==> src/rtl/pwb_pkg.sv <==
package pwb_pkg;
  localparam logic [7:0] OP_WRSR  = 8'h01;
  localparam logic [7:0] OP_WRITE = 8'h02;
  localparam logic [7:0] OP_READ  = 8'h03;
  localparam logic [7:0] OP_WRDI  = 8'h04;
  localparam logic [7:0] OP_RDSR  = 8'h05;
  localparam logic [7:0] OP_WREN  = 8'h06;

  typedef enum logic [2:0] {
    PH_IDLE,
    PH_INSTR,
    PH_AHI,
    PH_ALO,
    PH_DATA,
    PH_SKIP
  } phase_e;
endpackage

==> src/rtl/pwb_cmd_ctrl.sv <==
module pwb_cmd_ctrl
  import pwb_pkg::*;
#(
  parameter int ADDR_W = 13
) (
  input  logic              clk,
  input  logic              rst_n,
  input  logic              sel_start,
  input  logic              sel_end,
  input  logic              sel_aligned,
  input  logic              rx_valid,
  input  logic [7:0]        rx_data,
  input  logic              wip,
  input  logic              cyc_done,
  output logic              wel,
  output logic              bp0,
  output logic              bp1,
  output logic              wpen,
  output logic              rd_grant,
  output logic              ld_addr,
  output logic [ADDR_W-1:0] ld_addr_val,
  output logic              wr_byte,
  output logic [7:0]        wr_data,
  output logic              commit,
  output logic              commit_page,
  output logic              discard
);
  localparam int HI_W = ADDR_W - 8;

  phase_e          phase;
  logic [7:0]      op_q;
  logic            cmd_ok;
  logic            extra;
  logic            has_data;
  logic [HI_W-1:0] hi_q;
  logic [2:0]      sr_q;
  logic            sr_pend;
  logic            is_wr_op;
  phase_e          instr_next;
  logic            instr_ok;

  assign is_wr_op    = (op_q == OP_WRITE) || (op_q == OP_WRSR);
  assign ld_addr     = rx_valid && (phase == PH_ALO);
  assign ld_addr_val = {hi_q, rx_data};
  assign wr_byte     = rx_valid && (phase == PH_DATA) && (op_q == OP_WRITE);
  assign wr_data     = rx_data;
  assign commit      = sel_end && cmd_ok && sel_aligned && has_data
                       && is_wr_op && (phase == PH_DATA);
  assign commit_page = commit && (op_q == OP_WRITE);
  assign discard     = sel_end && cmd_ok && (op_q == OP_WRITE) && !commit;

  always_comb begin
    instr_ok   = 1'b0;
    instr_next = PH_SKIP;
    if (!wip) begin
      unique case (rx_data)
        OP_WRITE: begin
          instr_ok   = wel;
          instr_next = wel ? PH_AHI : PH_SKIP;
        end
        OP_WRSR: begin
          instr_ok   = wel;
          instr_next = wel ? PH_DATA : PH_SKIP;
        end
        OP_WREN, OP_WRDI, OP_READ: instr_ok = 1'b1;
        default: instr_ok = 1'b0;
      endcase
    end
  end

  always_ff @(posedge clk or negedge rst_n) begin
    if (!rst_n) begin
      phase    <= PH_IDLE;
      op_q     <= '0;
      cmd_ok   <= 1'b0;
      extra    <= 1'b0;
      has_data <= 1'b0;
      hi_q     <= '0;
      sr_q     <= '0;
      sr_pend  <= 1'b0;
      wel      <= 1'b0;
      bp0      <= 1'b0;
      bp1      <= 1'b0;
      wpen     <= 1'b0;
      rd_grant <= 1'b0;
    end else begin
      if (sel_start) begin
        phase    <= PH_INSTR;
        op_q     <= '0;
        cmd_ok   <= 1'b0;
        extra    <= 1'b0;
        has_data <= 1'b0;
        rd_grant <= 1'b0;
      end else if (sel_end) begin
        phase    <= PH_IDLE;
        cmd_ok   <= 1'b0;
        rd_grant <= 1'b0;
        if (cmd_ok && sel_aligned && !extra && phase == PH_SKIP) begin
          if (op_q == OP_WREN) wel <= 1'b1;
          if (op_q == OP_WRDI) wel <= 1'b0;
        end
        if (commit && op_q == OP_WRSR) sr_pend <= 1'b1;
      end else if (rx_valid) begin
        unique case (phase)
          PH_INSTR: begin
            op_q     <= rx_data;
            cmd_ok   <= instr_ok;
            phase    <= instr_next;
            rd_grant <= (rx_data == OP_READ) && !wip;
          end
          PH_AHI: begin
            hi_q  <= rx_data[HI_W-1:0];
            phase <= PH_ALO;
          end
          PH_ALO: phase <= PH_DATA;
          PH_DATA: begin
            has_data <= 1'b1;
            if (op_q == OP_WRSR && !has_data)
              sr_q <= {rx_data[7], rx_data[3], rx_data[2]};
          end
          PH_SKIP: extra <= 1'b1;
          default: ;
        endcase
      end
      if (cyc_done) begin
        wel     <= 1'b0;
        sr_pend <= 1'b0;
        if (sr_pend) {wpen, bp1, bp0} <= sr_q;
      end
    end
  end

  AST_COMMIT_NEEDS_WEL: assert property (@(posedge clk) disable iff (!rst_n)
    commit |-> wel) else $error("commit without write enable");
endmodule

==> src/rtl/pwb_page_buf.sv <==
module pwb_page_buf #(
  parameter int ADDR_W     = 13,
  parameter int PAGE_BYTES = 32
) (
  input  logic              clk,
  input  logic              rst_n,
  input  logic              ld_addr,
  input  logic [ADDR_W-1:0] ld_addr_val,
  input  logic              wr_byte,
  input  logic [7:0]        wr_data,
  input  logic              discard,
  input  logic              start_drain,
  output logic              drain_done,
  output logic              arr_valid,
  input  logic              arr_ready,
  output logic [ADDR_W-1:0] arr_addr,
  output logic [7:0]        arr_data
);
  localparam int OFF_W  = $clog2(PAGE_BYTES);
  localparam int BASE_W = ADDR_W - OFF_W;
  localparam logic [OFF_W-1:0] LAST_OFF = OFF_W'(PAGE_BYTES - 1);

  logic [7:0]            pg_mem [PAGE_BYTES];
  logic [PAGE_BYTES-1:0] mask;
  logic [BASE_W-1:0]     base;
  logic [OFF_W-1:0]      ptr;
  logic [OFF_W-1:0]      idx;
  logic                  drain_on;
  logic                  advance;

  assign arr_valid  = drain_on && mask[idx];
  assign advance    = drain_on && (!mask[idx] || arr_ready);
  assign arr_addr   = {base, idx};
  assign arr_data   = pg_mem[idx];
  assign drain_done = !drain_on;

  always_ff @(posedge clk) begin
    if (wr_byte) pg_mem[ptr] <= wr_data;
  end

  always_ff @(posedge clk or negedge rst_n) begin
    if (!rst_n) begin
      mask     <= '0;
      base     <= '0;
      ptr      <= '0;
      idx      <= '0;
      drain_on <= 1'b0;
    end else begin
      if (ld_addr) begin
        base <= ld_addr_val[ADDR_W-1:OFF_W];
        ptr  <= ld_addr_val[OFF_W-1:0];
      end else if (wr_byte) begin
        ptr <= ptr + 1'b1;
      end
      if (ld_addr || discard) begin
        mask <= '0;
      end else begin
        if (wr_byte) mask[ptr] <= 1'b1;
        if (advance && mask[idx]) mask[idx] <= 1'b0;
      end
      if (start_drain) begin
        drain_on <= 1'b1;
        idx      <= '0;
      end else if (advance) begin
        idx <= idx + 1'b1;
        if (idx == LAST_OFF) drain_on <= 1'b0;
      end
    end
  end

  AST_ARR_HOLD: assert property (@(posedge clk) disable iff (!rst_n)
    arr_valid && !arr_ready |=> arr_valid && $stable(arr_addr) && $stable(arr_data))
    else $error("array offer dropped or changed");
endmodule

==> src/rtl/pwb_cycle_timer.sv <==
module pwb_cycle_timer #(
  parameter int WRITE_CYCLES = 1000
) (
  input  logic clk,
  input  logic rst_n,
  input  logic start,
  input  logic drain_done,
  output logic wip,
  output logic cyc_done
);
  localparam int CNT_W = $clog2(WRITE_CYCLES + 1);
  localparam logic [CNT_W-1:0] CNT_INIT = CNT_W'(WRITE_CYCLES - 1);

  logic [CNT_W-1:0] cnt;

  assign cyc_done = wip && (cnt == '0) && drain_done;

  always_ff @(posedge clk or negedge rst_n) begin
    if (!rst_n) begin
      wip <= 1'b0;
      cnt <= '0;
    end else if (start) begin
      wip <= 1'b1;
      cnt <= CNT_INIT;
    end else if (wip) begin
      if (cyc_done) wip <= 1'b0;
      else if (cnt != '0) cnt <= cnt - 1'b1;
    end
  end

  AST_START_WHEN_IDLE: assert property (@(posedge clk) disable iff (!rst_n)
    start |-> !wip) else $error("commit while busy");
endmodule

==> src/rtl/page_write_buffer.sv <==
module page_write_buffer #(
  parameter int ADDR_W       = 13,
  parameter int PAGE_BYTES   = 32,
  parameter int WRITE_CYCLES = 1000
) (
  input  logic              clk,
  input  logic              rst_n,
  input  logic              sel_start,
  input  logic              sel_end,
  input  logic              sel_aligned,
  input  logic              rx_valid,
  output logic              rx_ready,
  input  logic [7:0]        rx_data,
  output logic              arr_valid,
  input  logic              arr_ready,
  output logic [ADDR_W-1:0] arr_addr,
  output logic [7:0]        arr_data,
  output logic [7:0]        status,
  output logic              rd_block,
  output logic              rd_grant
);
  logic              wip, cyc_done, wel, bp0, bp1, wpen;
  logic              ld_addr, wr_byte, commit, commit_page, discard, drain_done;
  logic [ADDR_W-1:0] ld_addr_val;
  logic [7:0]        wr_data;

  assign rx_ready = 1'b1;
  assign rd_block = wip;
  assign status   = {wpen, 3'b000, bp1, bp0, wel, wip};

  pwb_cmd_ctrl #(.ADDR_W(ADDR_W)) u_ctrl (
    .clk(clk), .rst_n(rst_n),
    .sel_start(sel_start), .sel_end(sel_end), .sel_aligned(sel_aligned),
    .rx_valid(rx_valid), .rx_data(rx_data),
    .wip(wip), .cyc_done(cyc_done),
    .wel(wel), .bp0(bp0), .bp1(bp1), .wpen(wpen), .rd_grant(rd_grant),
    .ld_addr(ld_addr), .ld_addr_val(ld_addr_val),
    .wr_byte(wr_byte), .wr_data(wr_data),
    .commit(commit), .commit_page(commit_page), .discard(discard)
  );

  pwb_page_buf #(.ADDR_W(ADDR_W), .PAGE_BYTES(PAGE_BYTES)) u_buf (
    .clk(clk), .rst_n(rst_n),
    .ld_addr(ld_addr), .ld_addr_val(ld_addr_val),
    .wr_byte(wr_byte), .wr_data(wr_data),
    .discard(discard), .start_drain(commit_page), .drain_done(drain_done),
    .arr_valid(arr_valid), .arr_ready(arr_ready),
    .arr_addr(arr_addr), .arr_data(arr_data)
  );

  pwb_cycle_timer #(.WRITE_CYCLES(WRITE_CYCLES)) u_timer (
    .clk(clk), .rst_n(rst_n),
    .start(commit), .drain_done(drain_done),
    .wip(wip), .cyc_done(cyc_done)
  );

  AST_WEL_CLEARS_AT_END: assert property (@(posedge clk) disable iff (!rst_n)
    $fell(wip) |-> !wel) else $error("latch survived write cycle");
  AST_NO_ARR_WHEN_IDLE: assert property (@(posedge clk) disable iff (!rst_n)
    !wip |-> !arr_valid) else $error("array write outside cycle");
  AST_GRANT_NOT_BUSY: assert property (@(posedge clk) disable iff (!rst_n)
    rd_grant |-> !wip) else $error("read granted while busy");
endmodule

==> config.mk <==
export PLATFORM = sky130hd
export DESIGN_NAME = page_write_buffer
export DESIGN_NICKNAME = d
export VERILOG_FILES = /design/src/rtl/pwb_pkg.sv /design/src/rtl/pwb_cmd_ctrl.sv /design/src/rtl/pwb_page_buf.sv /design/src/rtl/pwb_cycle_timer.sv /design/src/rtl/page_write_buffer.sv
export SDC_FILE = /design/constraint.sdc
export NUM_CORES = 1
export LEC_CHECK = 0
export BUFFER_PORTS_ARGS = -buffer_cell sky130_fd_sc_hd__clkbuf_2
export CAP_MARGIN = 0
export CORE_AREA = 2 2 146 183
export CTS_BUF_LIST = sky130_fd_sc_hd__clkbuf_2 sky130_fd_sc_hd__clkbuf_4 sky130_fd_sc_hd__clkbuf_8
export CTS_CLUSTER_SIZE = 14
export DETAILED_ROUTE_END_ITERATION = 12
export DIE_AREA = 0 0 148 185
export GPL_TIMING_DRIVEN = 0
export PLACE_DENSITY = 0.82
export RECOVER_POWER = 50
export SLEW_MARGIN = 25
export SYNTH_ARGS = -nofsm -noshare
export SYNTH_HDL_FRONTEND = slang
export SYNTH_SLANG_ARGS = --single-unit
==> constraint.sdc <==
create_clock -name clk -period 2.3 [get_ports clk]
set_input_delay 0.115 -clock clk [delete_from_list [all_inputs] [get_ports clk]]
set_output_delay 0.115 -clock clk [all_outputs]
set_load 0.03 [all_outputs]
; Word level (Yosys, flattened, before mapping)
; Memories as Yosys holds them, arrays and structs flattened.
; Cells that the tools add are included.
[word_totals]
ff_bits = 90
ramBits = 256
wordCells = 182
memories = 1
[mem_list]
columns = name, depth, width, read_ports, rd_clocked_by_memory_dff, write_ports, line
row1 = u_buf.pg_mem, 32, 8, 1, 0, 1, pwb_page_buf.sv:23  ; logic [7:0] pg_mem [PAGE_BYTES];
[classes]
add_sub_neg = 3
n_lt_le_gt_ge = 4
eq_ne = 18
muxes = 66
n_bitwise = 5
n_reduce_logical = 65
[ops]
columns = operator, count
row1 = 32-bit two-way mux, 4
row2 = 10-bit two-way mux, 4
row3 = 1-bit two-way mux, 39
row4 = 32-bit bitwise AND, 1
row5 = "8-bit by 3-bit equality test with 1-bit output, second input constant", 4
row6 = 8-bit two-way mux, 4
row7 = 32-bit inverter, 1
row8 = 32-bit bitwise OR, 1
row9 = "8-bit by 2-bit equality test with 1-bit output, second input constant", 3
row10 = 1-bit logical AND, 24
row11 = 2-bit nonzero test, 12
row12 = 5-bit two-way mux, 4
row13 = "8-bit by 1-bit equality test with 1-bit output, second input constant", 2
row14 = 3-bit two-way mux, 5
row15 = 3-bit AND reduction, 5
row16 = "5-bit by 6-bit < comparator with 1-bit output, second input constant", 2
row17 = "5-bit by 1-bit adder with 5-bit output, second input constant", 2
row18 = 1-bit demux with 5-bit select, 2
row19 = "5-bit by 1-bit greater-or-equal comparator with 1-bit output, second input constant", 2
row20 = 10-bit zero test, 1
row21 = 10-bit nonzero test, 1
row22 = "10-bit by 1-bit subtractor with 10-bit output, second input constant", 1
row23 = 3-bit case mux with 3 select lines, 1
row24 = 3-bit nonzero test, 3
row25 = other kinds (18), 33

; Depth between registers and ports, before layout
; Gate-level depths: netlist of the first run.
[logic_depth]
depth_word = 12
depth_mapped = 10
depth_no_buf = 8

; Hierarchy
; A second synthesis of the first run with hierarchy kept.
[unflattened]
cells_unflattened = 911
hier_area_um2 = 14619.0
[by_module_without_submodules]
columns = mod, instances, cells_per_inst, area_per_inst_um2
row1 = pwb_page_buf, 1, 676, 12358.1
row2 = pwb_cmd_ctrl, 1, 146, 1502.7
row3 = pwb_cycle_timer, 1, 78, 683.2
row4 = page_write_buffer, 1, 11, 75.1

; Worst setup path before layout of the first run
; OpenSTA, ideal clock, no wires.
[synth_path]
path_kind = reg-to-output
startpoint = register u_buf.idx[0]
endpoint = output arr_data[0]
arrival_ns = 2.487
required_time_ns = 2.185
slack_ns = -0.302
path_stages_with_launch = 7
n_path_buf = 3
cell_sequence = dfrtp_1 -> buf_6 -> buf_6 -> clkbuf_1 -> mux4_2 -> a22oi_1 -> nand4_1
[synth_between]
elab_chain_cells = 1
[synth_rtl]
columns = element, line
row1 = from (decl), pwb_page_buf.sv:27  ; logic [OFF_W-1:0] idx;
row2 = from (signal assigned), pwb_page_buf.sv:65  ; idx <= idx + 1'b1;
row3 = memory 32 x 8 bit, --
row4 = to (decl), page_write_buffer.sv:17  ; output logic [7:0] arr_data,
; Every way passes these cells.

; Final worst setup path of the first run
[layout_path]
startpoint = register u_buf.idx[2]
endpoint = output arr_data[4]
; The elaborated chain is that of the path after synthesis.

==> results.py, run 1 <==
metrics = {
    "outcome": {
        "outcome": "finished, violations left",
        "violations": "max-capacitance violations, max-slew violations, negative setup slack",
    },
    "drt": {
        "via_per_inst": 6.72,
        "post-route-drc-count": 0,
        "wl_per_cell_um": 28.0,
        "drt_iter0_drc": 1176,
        "drt_pass1_iterations": 6,
        "via_count": 9543,
        "postRouteAntennaNets": 0,
        "finalWirelength_mm": 39.8,
    },
    "sta": {
        "setup_violations": 231,
        "tightest_slew_ns": 1.88,
        "max_slew_margin_pct": -25.4,
        "rsz0062_at_grt": "true",
        "finalHoldViolCount": 0,
        "slew_violations": 249,
        "period_share_pct": 129,
        "setup_ws_ns": -0.678,
        "fmax_mhz": 336,
        "period_minus_slack_ns": 2.98,
        "skew_ns": 0.0551,
    },
    "yosys": {
        "synth_cell_type_count": 63,
        "ys.flop_type": "edfxtp_1",
        "ys_seq_elements": 346,
        "synth-async-reset-ratio_pct": 26.0,
        "synth_seq_area_share_pct": 67.6,
        "syn_area_per_cell_um2": 16.5,
        "synth.cell_area_um2": 14700,
        "synth_edf_count": 256,
        "syn_inst": 890,
        "ys_warn_count": 0,
    },
    "setup_path": {
        "critPathRequiredTime_ns": 2.18,
        "reg2reg_slack_ns": -0.64,
        "startpoint_type": "register",
        "cp_max_fo": 10,
        "crit_arrival_ns": 2.86,
        "r2r-end": "u_buf.mask[13]",
        "r2r-start": "u_buf.idx[3]",
        "reg2regPathDepth": 11,
        "path_class": "reg2out",
        "worstSetupEndpointType": "output pin",
        "crit_chain": "buf_2 -> nor3b_2 -> clkbuf_2 -> a22oi_1 -> nand4_1 -> clkbuf_4",
        "max_stage_delay_ns": 0.47,
        "slowest_stage": "clkbuf_2",
    },
    "power": {
        "clkPwrFrac_pct": 39.1,
        "swShare_pct": 23.9,
        "peakVddDrop_uv": 533,
        "p_leak_nw": 6.32,
        "internal-power_mw": 9.43,
        "combPwrFrac_pct": 5.7,
        "p_total_mw": 12.4,
        "p_seq_share_pct": 55.1,
        "p_sw_mw": 2.96,
        "p_per_area_nw_per_um2": 690,
    },
    "placed_design": {
        "numPortBuffers": 43,
        "dp_hpwl_mm": 22.3,
        "pre_cts_slack_ns": -0.781,
        "gp_congestion": 0.925,
    },
    "die": {
        "design.core.area_um2": 25800,
        "num_rows": 66,
        "die_h_um": 185,
        "dieWidth_um": 148,
        "initial_core_util_pct": 57.1,
        "ioPinCount": 48,
        "dieArea_um2": 27400,
    },
    "global_routing": {
        "grt_max_degree": 68,
        "grt_pass1_vias": 9484,
        "grt_use_total_pct": 29.1,
        "antenna_found_initial": 0,
        "grt_overflow_total": 0,
        "grt_pass1_wl_mm": 58.3,
    },
    "hold_path": {
        "hold_class": "in2reg",
        "holdCritStartpoint": "sel_aligned",
        "hold_path_end": "u_buf.drain_on",
        "min_path_cells": 3,
    },
    "clock_network": {
        "cts.htree.levels": 2,
        "clk_path_buf_depth": 3,
        "cts_buffers": 47,
        "clk_pin_slew_ns": 0.06,
        "clk_latency_ns": 0.61,
        "cts_root_buf": "clkbuf_8",
        "tritoncts": "yes",
        "cts.sinks": 346,
    },
    "final_layout": {
        "fillCellCount": 1513,
        "final_nets": 1070,
        "multi_input_area_um2": 4850,
        "antenna_cells": 0,
        "syn_to_final_growth_pct": 22.2,
        "drive_above_1_share_pct": 38.9,
        "seqCellArea_um2": 9940,
        "final_common_cell": "edfxtp_1",
        "final_cell_mix": "256 x edfxtp_1, 88 x dfrtp_1, 65 x mux4_2",
    },
    "flow_run": {
        "maxCapViolations": 6,
    },
}
[critical path, delay by kind of cell, from the launching register on]
family / cells / cell delay [ns]
buffers and inverters: 3 / 0.99
and+or+nand+nor: 2 / 0.62
AOI/OAI and AO/OA: 1 / 0.23
DFF: 1 / 0.46
[Yosys cell counts, types with 20 or more instances]
library cell  number  area, um^2
edfxtp_1         256        7690
mux4_2            65        1460
a21oi_1           50         250
a22oi_1           34         255
clkbuf_1          32         120
dfrtp_1           90        2250
nand2_1           44         165
nor2_1            49         184
o21ai_0           20         100
mux2_2            24         270
a311oi_2          29         435
[power groups by stage]
stage | Clock (mW) | Sequential [mW] | Combinational [mW]
floorplan | 0 | 6.96 | 0.333
global placement | 0 | 6.94 | 0.586
detailed placement | 0 | 6.95 | 0.619
global route | 5.14 | 6.83 | 0.748
CTS | 4.81 | 6.82 | 0.669
finish | 4.85 | 6.83 | 0.710
[state kept, by name (all words and copies together) (netlist names), 3 cells and up]
signal and cells:
u_buf.base 8, u_buf.idx 5, u_buf.mask 32, u_buf.pg_mem 256
u_buf.ptr 5, u_ctrl.hi_q 5, u_ctrl.op_q 8, u_ctrl.phase 3
u_ctrl.sr_q 3, u_timer.cnt 10
[routing by layer]
metal | part of all wire (%) | global-route usage (%)
met1 | 35 | 37.0
met4 | 6.4 | 15.8
met2 | 49 | 47.6
met3 | 9.7 | 5.67
met5 | 0 | 0
[stage by stage]
| stage | setup TNS [ns] | cells | hold slack, ns | cell area [um^2] | util [%] |
|---|---|---|---|---|---|
| 2_1_floorplan | -20.71 | 892 | -0.181 | 14900 | - |
| 3_3_place_gp | -139.29 | 1275 | 0.380 | 15600 | 60.5 |
| 3_5_place_dp | -156.33 | 1276 | 0.00759 | 15600 | 60.6 |
| 4_1_cts | -26.23 | 1413 | 0.0516 | 17800 | 69.1 |
| 5_1_grt | -59.52 | 1421 | 0.0833 | 18000 | 69.7 |
| 6_report | -40.90 | 1421 | 0.0739 | 18000 | 69.7 |
[what timing repair did]
item | in CTS | in global routing
setup buffers | 46 | 9
pin swaps | 62 | 23
setup endpoints to repair | 308 | 317
hold buffers | 6 | 0
resized for setup | 131 | 30
cloned | 4 | 0
hold endpoints to repair | 109 | 0
[how the worst max path moves through the flow]
stage	cells past startpoint	slack, ns	to	startpoint
5_1_grt	9	-0.71	arr_data[0]	u_buf.idx[0]
6_report	6	-0.68	arr_data[4]	u_buf.idx[2]
2_1_floorplan	6	-0.09	u_buf.pg_mem[30][0]	u_ctrl.op_q[5]
4_1_cts	9	-0.61	arr_data[0]	u_buf.idx[0]
3_3_place_gp	7	-0.79	arr_data[2]	u_buf.idx[1]
3_5_place_dp	7	-0.78	arr_data[4]	u_buf.idx[1]
[final cells by class]
class	instances	area share [%]
clock buffer	58	4.17
clock inverter	28	1.21
buffer	65	3.06
multi-input combinational	465	27.0
tap	340	2.37
timing repair buffer	107	6.57
inverter	12	0.251
sequential	346	55.4
[cells by family (layout without fill, tap and decap cells)]
logic type | Yosys count | count (layout) | share of synthesized area (%)
AND/OR/NAND/NOR | 180 | 180 | 6.44
adder cells (fa/ha/maj) | 11 | 11 | 0.936
XOR/XNOR | 8 | 8 | 0.477
multiplexers | 102 | 102 | 12.9
other | 2 | 4 | 0.0511
flip-flops | 346 | 346 | 67.6
buffers and inverters | 81 | 270 | 2.95
AO/OA/AOI/OAI | 160 | 160 | 8.62
(Power assumes the default switching activity.)
==> run 2: changes to the inputs <==
- CORE_AREA: 2 2 146 183 -> 2 2 139 175
- DIE_AREA: 0 0 148 185 -> 0 0 141 177
- PLACE_DENSITY: 0.82 -> 0.86
- clock period: 2.3 -> 3.4 ns (I/O delays scaled with it)
==> run 2 against run 1 <==
The flow finishes with violations (max-capacitance violations, max-slew violations). Clock skew down 0.041 ns. First-iteration DRC count down 12%. Sequential share of layout area up 5.4 points. Non-clock buffer count down 55. Largest cell class unchanged. Worst setup slack better by 0.72 ns. Worst hold slack worse by 0.011 ns.
==> results.py, run 2 (synthesis results as in run 1) <==
metrics = {
    "setup_path": {
        "critPathRequiredTime_ns": 3.23,
        "max_stage_delay_ns": 0.43,
        "crit_top_cell": "clkbuf_2",
        "path_class": "reg2out",
        "crit_buf_inv": 4,
        "startpoint_type": "register",
        "slowest_stage": "clkbuf_2",
        "path_delay_family": "buffers and inverters",
        "worstSetupEndpointType": "output pin",
        "crit_arrival_ns": 3.19,
        "crit_chain": "clkbuf_1 -> clkbuf_2 -> clkbuf_2 -> mux4_2 -> a22oi_1 -> nand4_1 -> clkbuf_2",
        "cp_max_fo": 10,
    },
    "sta": {
        "period_minus_slack_ns": 3.36,
        "skew_ns": 0.0140,
        "hold-worst-slack_ns": 0.0631,
        "tightest_slew_ns": 2.04,
        "max_slew_margin_pct": -36.3,
        "totalNegativeSetupSlack_ns": 0,
        "period_share_pct": 98.7,
        "setup_violations": 0,
        "finalHoldViolCount": 0,
        "slew_violations": 356,
        "rsz0062_at_grt": "false",
        "fmax_mhz": 298,
    },
    "clock_network": {
        "tritoncts": "yes",
        "clk_path_buf_depth": 3,
        "cts_root_buf": "clkbuf_8",
        "clk_pin_slew_ns": 0.06,
        "cts.htree.levels": 2,
        "clk_latency_ns": 0.58,
        "cts_buffers": 51,
        "cts.sinks": 346,
    },
    "power": {
        "p_leak_nw": 5.76,
        "peakVddDrop_uv": 541,
        "p_total_mw": 8.21,
        "p_per_area_nw_per_um2": 502,
    },
    "die": {
        "dieArea_um2": 25000,
        "design.core.area_um2": 23400,
        "die_h_um": 177,
        "num_rows": 63,
        "dieWidth_um": 141,
        "ioPinCount": 48,
        "initial_core_util_pct": 62.8,
    },
    "final_layout": {
        "fillCellCount": 1409,
        "final_cell_mix": "256 x edfxtp_1, 90 x dfrtp_1, 65 x mux4_2",
        "final_common_cell": "edfxtp_1",
        "final_nets": 1019,
        "largestRegisters": "u_buf.pg_mem (256), u_buf.mask (32), u_timer.cnt (10)",
        "antenna_cells": 0,
        "largest_register_ffs": 256,
        "syn_to_final_growth_pct": 11.3,
        "regMostFlops": "u_buf.pg_mem",
        "drive_above_1_share_pct": 27.9,
    },
    "drt": {
        "drt_iter0_drc": 1036,
        "via_per_inst": 6.73,
        "drt_pass1_iterations": 8,
        "finalWirelength_mm": 35.3,
        "via_count": 8908,
        "wl_per_cell_um": 26.6,
        "post-route-drc-count": 0,
        "postRouteAntennaNets": 0,
    },
    "global_routing": {
        "grt_overflow_total": 0,
        "grt_pass1_wl_mm": 54.0,
        "grt_use_total_pct": 29.2,
        "antenna_found_initial": 0,
        "grt_pass1_vias": 9169,
        "grt_max_degree": 60,
    },
    "outcome": {
        "outcome": "finished, violations left",
        "violations": "max-capacitance violations, max-slew violations",
    },
    "placed_design": {
        "numPortBuffers": 43,
        "dp_hpwl_mm": 22.8,
        "gp_congestion": 0.909,
    },
    "hold_path": {
        "hold_class": "in2reg",
    },
    "flow_run": {
        "maxCapViolations": 9,
    },
}
==> run 2: worst register-to-register path, cell delays in order (launching register included) <==
cell and delay, ns:
dfrtp_1 0.37, or4_1 0.62, nor4_4 0.44, and2_0 0.18, buf_2 0.15, nand2_1 0.34, nor2_1 0.83
==> run 2: worst paths after layout <==
check | slack, ns | start | cells past startpoint | to
worst max-delay path | 0.04 | u_buf.idx[1] | 7 | arr_data[3]
worst min-delay path | 0.06 | arr_ready | 3 | u_buf.idx[3]
worst max register to register | 0.11 | u_ctrl.op_q[5] | 6 | u_buf.pg_mem[4][6]
worst min register to register | 0.49 | u_ctrl.hi_q[0] | 2 | u_ctrl.hi_q[0]
max in group asynchronous | 0.57 | rst_n | 3 | u_buf.mask[28]
min in group asynchronous | 0.57 | rst_n | 2 | u_timer.cnt[1]
==> run 2: repair_timing <==
item	in CTS	in global routing
hold endpoints to repair	98	0
setup buffers	0	0
hold buffers	4	0
setup endpoints to repair	8	8
pin swaps	0	0
gates resized for setup	17	19
==> run 2: report_power, final <==
| group | internal, mW | total (mW) | switching (mW) |
|---|---|---|---|
| Sequential | 4.58 | 4.62 | 0.0366 |
| Clock | 1.67 | 3.21 | 1.54 |
| Combinational | 0.0904 | 0.383 | 0.292 |
| Total | 6.35 | 8.21 | 1.87 |
==> run 2: area by class of cell <==
class,instances,area (um^2),area share (%)
multi-input cells,465,4360,26.7
clock buffers,70,876,5.35
flip-flops and latches,346,9940,60.7
inverters,12,45.0,0.275
well taps,292,365,2.23
repair buffers,48,234,1.43
plain buffers,69,437,2.67
clock inverters,22,106,0.650
==> run 2: per-stage QoR <==
step	instance area, um^2	worst slack [ns]	instances	util, %
floorplan	14700	0.743	892	-
global placement	15300	0.0433	1227	65.3
detailed placement	15300	0.0115	1228	65.5
CTS	16400	0.0306	1324	70.0
global route	16400	0.00495	1324	69.9
finish	16400	0.0449	1324	69.9
==> run 2: routing by layer <==
| layer | track usage (%) | vias to the layer above | wire [um] | share of wire (%) |
|---|---|---|---|---|
| met2 | 49.9 | 620 | 17900 | 51 |
| met4 | 13.1 | 0 | 1760 | 5.0 |
| met1 | 37.2 | 4437 | 12200 | 34 |
| li1 | - | 3730 | - | - |
| met5 | 0 | - | 0 | 0 |
| met3 | 5.09 | 121 | 3450 | 9.8 |
==> run 3: changes to the inputs <==
- CORE_AREA: 2 2 139 175 -> 2 2 140 176
- DIE_AREA: 0 0 141 177 -> 0 0 142 178
- PLACE_DENSITY: 0.86 -> 0.85
==> run 3 against run 2 <==
The run still ends with max-capacitance violations, max-slew violations left. Register-to-register slack better by 0.06 ns. Count of clock-buffer cells in the layout unchanged. Die area up 1.3%. Sequential cell count unchanged.
==> results.py, run 3 (synthesis results as in run 1) <==
metrics = {
    "drt": {
        "drt_pass1_iterations": 7,
        "via_count": 8814,
        "drt_iter0_drc": 1144,
        "wl_per_cell_um": 26.2,
        "postRouteAntennaNets": 0,
        "finalWirelength_mm": 34.5,
        "via_per_inst": 6.68,
        "post-route-drc-count": 0,
    },
    "setup_path": {
        "startpoint_type": "register",
        "path_class": "reg2out",
        "reg2regPathDepth": 6,
        "cp-endpoint": "arr_data[5]",
        "reg2reg_slack_ns": 0.17,
        "r2r-start": "u_ctrl.op_q[5]",
        "worstSetupEndpointType": "output pin",
        "cp_max_fo": 10,
        "r2r-end": "u_buf.pg_mem[28][1]",
        "crit_start": "u_buf.idx[3]",
        "crit_arrival_ns": 3.19,
        "critPathRequiredTime_ns": 3.23,
    },
    "final_layout": {
        "drive_above_1_share_pct": 27.6,
        "regMostFlops": "u_buf.pg_mem",
        "final_nets": 1018,
        "final_common_cell": "edfxtp_1",
        "syn_to_final_growth_pct": 11.4,
        "antenna_cells": 0,
        "largestRegisters": "u_buf.pg_mem (256), u_buf.mask (32), u_timer.cnt (10)",
        "largest_register_ffs": 256,
        "finish.utilization_pct": 69.5,
        "final_cell_mix": "256 x edfxtp_1, 90 x dfrtp_1, 65 x mux4_2",
        "finish.instance_area_um2": 16400,
    },
    "sta": {
        "setup_ws_ns": 0.0423,
        "slew_violations": 331,
        "tightest_slew_ns": 2.03,
        "skew_ns": 0.0304,
        "setup_violations": 0,
        "finalHoldViolCount": 0,
        "fmax_mhz": 298,
        "totalNegativeSetupSlack_ns": 0,
        "period_share_pct": 98.8,
        "rsz0062_at_grt": "true",
        "max_slew_margin_pct": -35.4,
        "period_minus_slack_ns": 3.36,
    },
    "power": {
        "clkPwrFrac_pct": 39.5,
        "p_total_mw": 8.26,
        "p_seq_share_pct": 55.9,
        "swShare_pct": 22.7,
        "peakVddDrop_uv": 297,
        "combPwrFrac_pct": 4.6,
        "p_per_area_nw_per_um2": 504,
        "p_leak_nw": 5.77,
        "internal-power_mw": 6.39,
        "p_sw_mw": 1.87,
    },
    "global_routing": {
        "grt_pass1_vias": 8884,
        "grt_overflow_total": 0,
        "grt_max_degree": 59,
        "grt_use_total_pct": 28.2,
        "grt_pass1_wl_mm": 52.3,
        "antenna_found_initial": 0,
    },
    "clock_network": {
        "cts.sinks": 346,
        "clk_path_buf_depth": 3,
        "cts.htree.levels": 2,
        "clk_pin_slew_ns": 0.07,
        "clk_latency_ns": 0.60,
        "cts_setup_buffers": 0,
        "tritoncts": "yes",
        "cts_buffers": 51,
        "cts_root_buf": "clkbuf_8",
    },
    "outcome": {
        "violations": "max-capacitance violations, max-slew violations",
        "outcome": "finished, violations left",
    },
    "die": {
        "initial_core_util_pct": 62.4,
        "dieWidth_um": 142,
        "ioPinCount": 48,
        "die_h_um": 178,
        "num_rows": 63,
        "dieArea_um2": 25300,
        "design.core.area_um2": 23600,
    },
    "flow_run": {
        "maxCapViolations": 9,
    },
    "placed_design": {
        "gp_congestion": 0.935,
        "dp_hpwl_mm": 22.3,
        "postPlaceCellArea_um2": 15300,
        "numPortBuffers": 43,
        "pre_cts_slack_ns": -0.0721,
    },
    "hold_path": {
        "hold_class": "in2reg",
    },
}
## run 3: cell count changes in the layout (fill, tap and decap cells not counted), sizes merged
cell | previous run | this run
clkbuf | 147 | 146
bufinv | 0 | 1
clkinvlp | 2 | 0
clkinv | 20 | 14
inv | 12 | 15
## run 3: worst min-delay path by stage
stage | start | end | slack (ns) | cells past startpoint
global placement | sel_start | u_ctrl.phase[2] | 0.42 | 2
detailed placement | rst_n | u_timer.cnt[3] | 0.09 | 1
floorplan | rst_n | u_buf.base[0] | -0.13 | 0
finish | arr_ready | u_buf.idx[3] | 0.03 | 3
CTS | arr_ready | u_buf.idx[3] | 0.02 | 3
global route | arr_ready | u_buf.idx[3] | 0.06 | 3
## run 3: metrics by stage
step	cells	hold WS [ns]
2_1_floorplan	892	-0.126
3_3_place_gp	1227	0.423
3_5_place_dp	1228	0.0895
4_1_cts	1320	0.0242
5_1_grt	1319	0.0589
6_report	1319	0.0346
## run 3: layer usage
| metal | part of all wire [%] | GRT usage (%) | vias to the layer above |
|---|---|---|---|
| met5 | 0 | 0 | - |
| met4 | 5.0 | 12.9 | 0 |
| met3 | 9.8 | 5.48 | 116 |
| met2 | 50 | 46.1 | 554 |
| met1 | 36 | 37.1 | 4413 |
| li1 | - | - | 3731 |
## run 3: cell type report
type	instances	area, um^2
clock inverters	18	120
multi-input cells	465	4350
flip-flops and latches	346	9940
fillers	1440	7190
clock buffers	70	857
plain buffers	68	435
inverters	12	45.0
well taps	292	365
repair buffers	48	265
## run 3: power groups by stage
stage          clock network [mW]  registers, mW  logic [mW]
6_report                     3.26           4.62       0.380
5_1_grt                      3.44           4.62       0.415
4_1_cts                      3.26           4.61       0.379
3_5_place_dp                    0           4.70       0.373
3_3_place_gp                    0           4.70       0.355
2_1_floorplan                   0           4.71       0.183
## run 3: worst max-delay path, cell delays in order (launching register included)
cell	delay (ns)
dfrtp_1	0.35
buf_2	0.22
and3b_1	0.19
buf_1	0.37
clkbuf_1	0.78
a22oi_1	0.30
nand4_1	0.19
clkbuf_2	0.22
## run 3: repair_timing
item / 4_1_cts / 5_1_grt
resized for setup: 18 / 7
endpoints found under the hold margin: 98 / 0
endpoints found under the setup margin: 8 / 15
hold buffers: 4 / 0
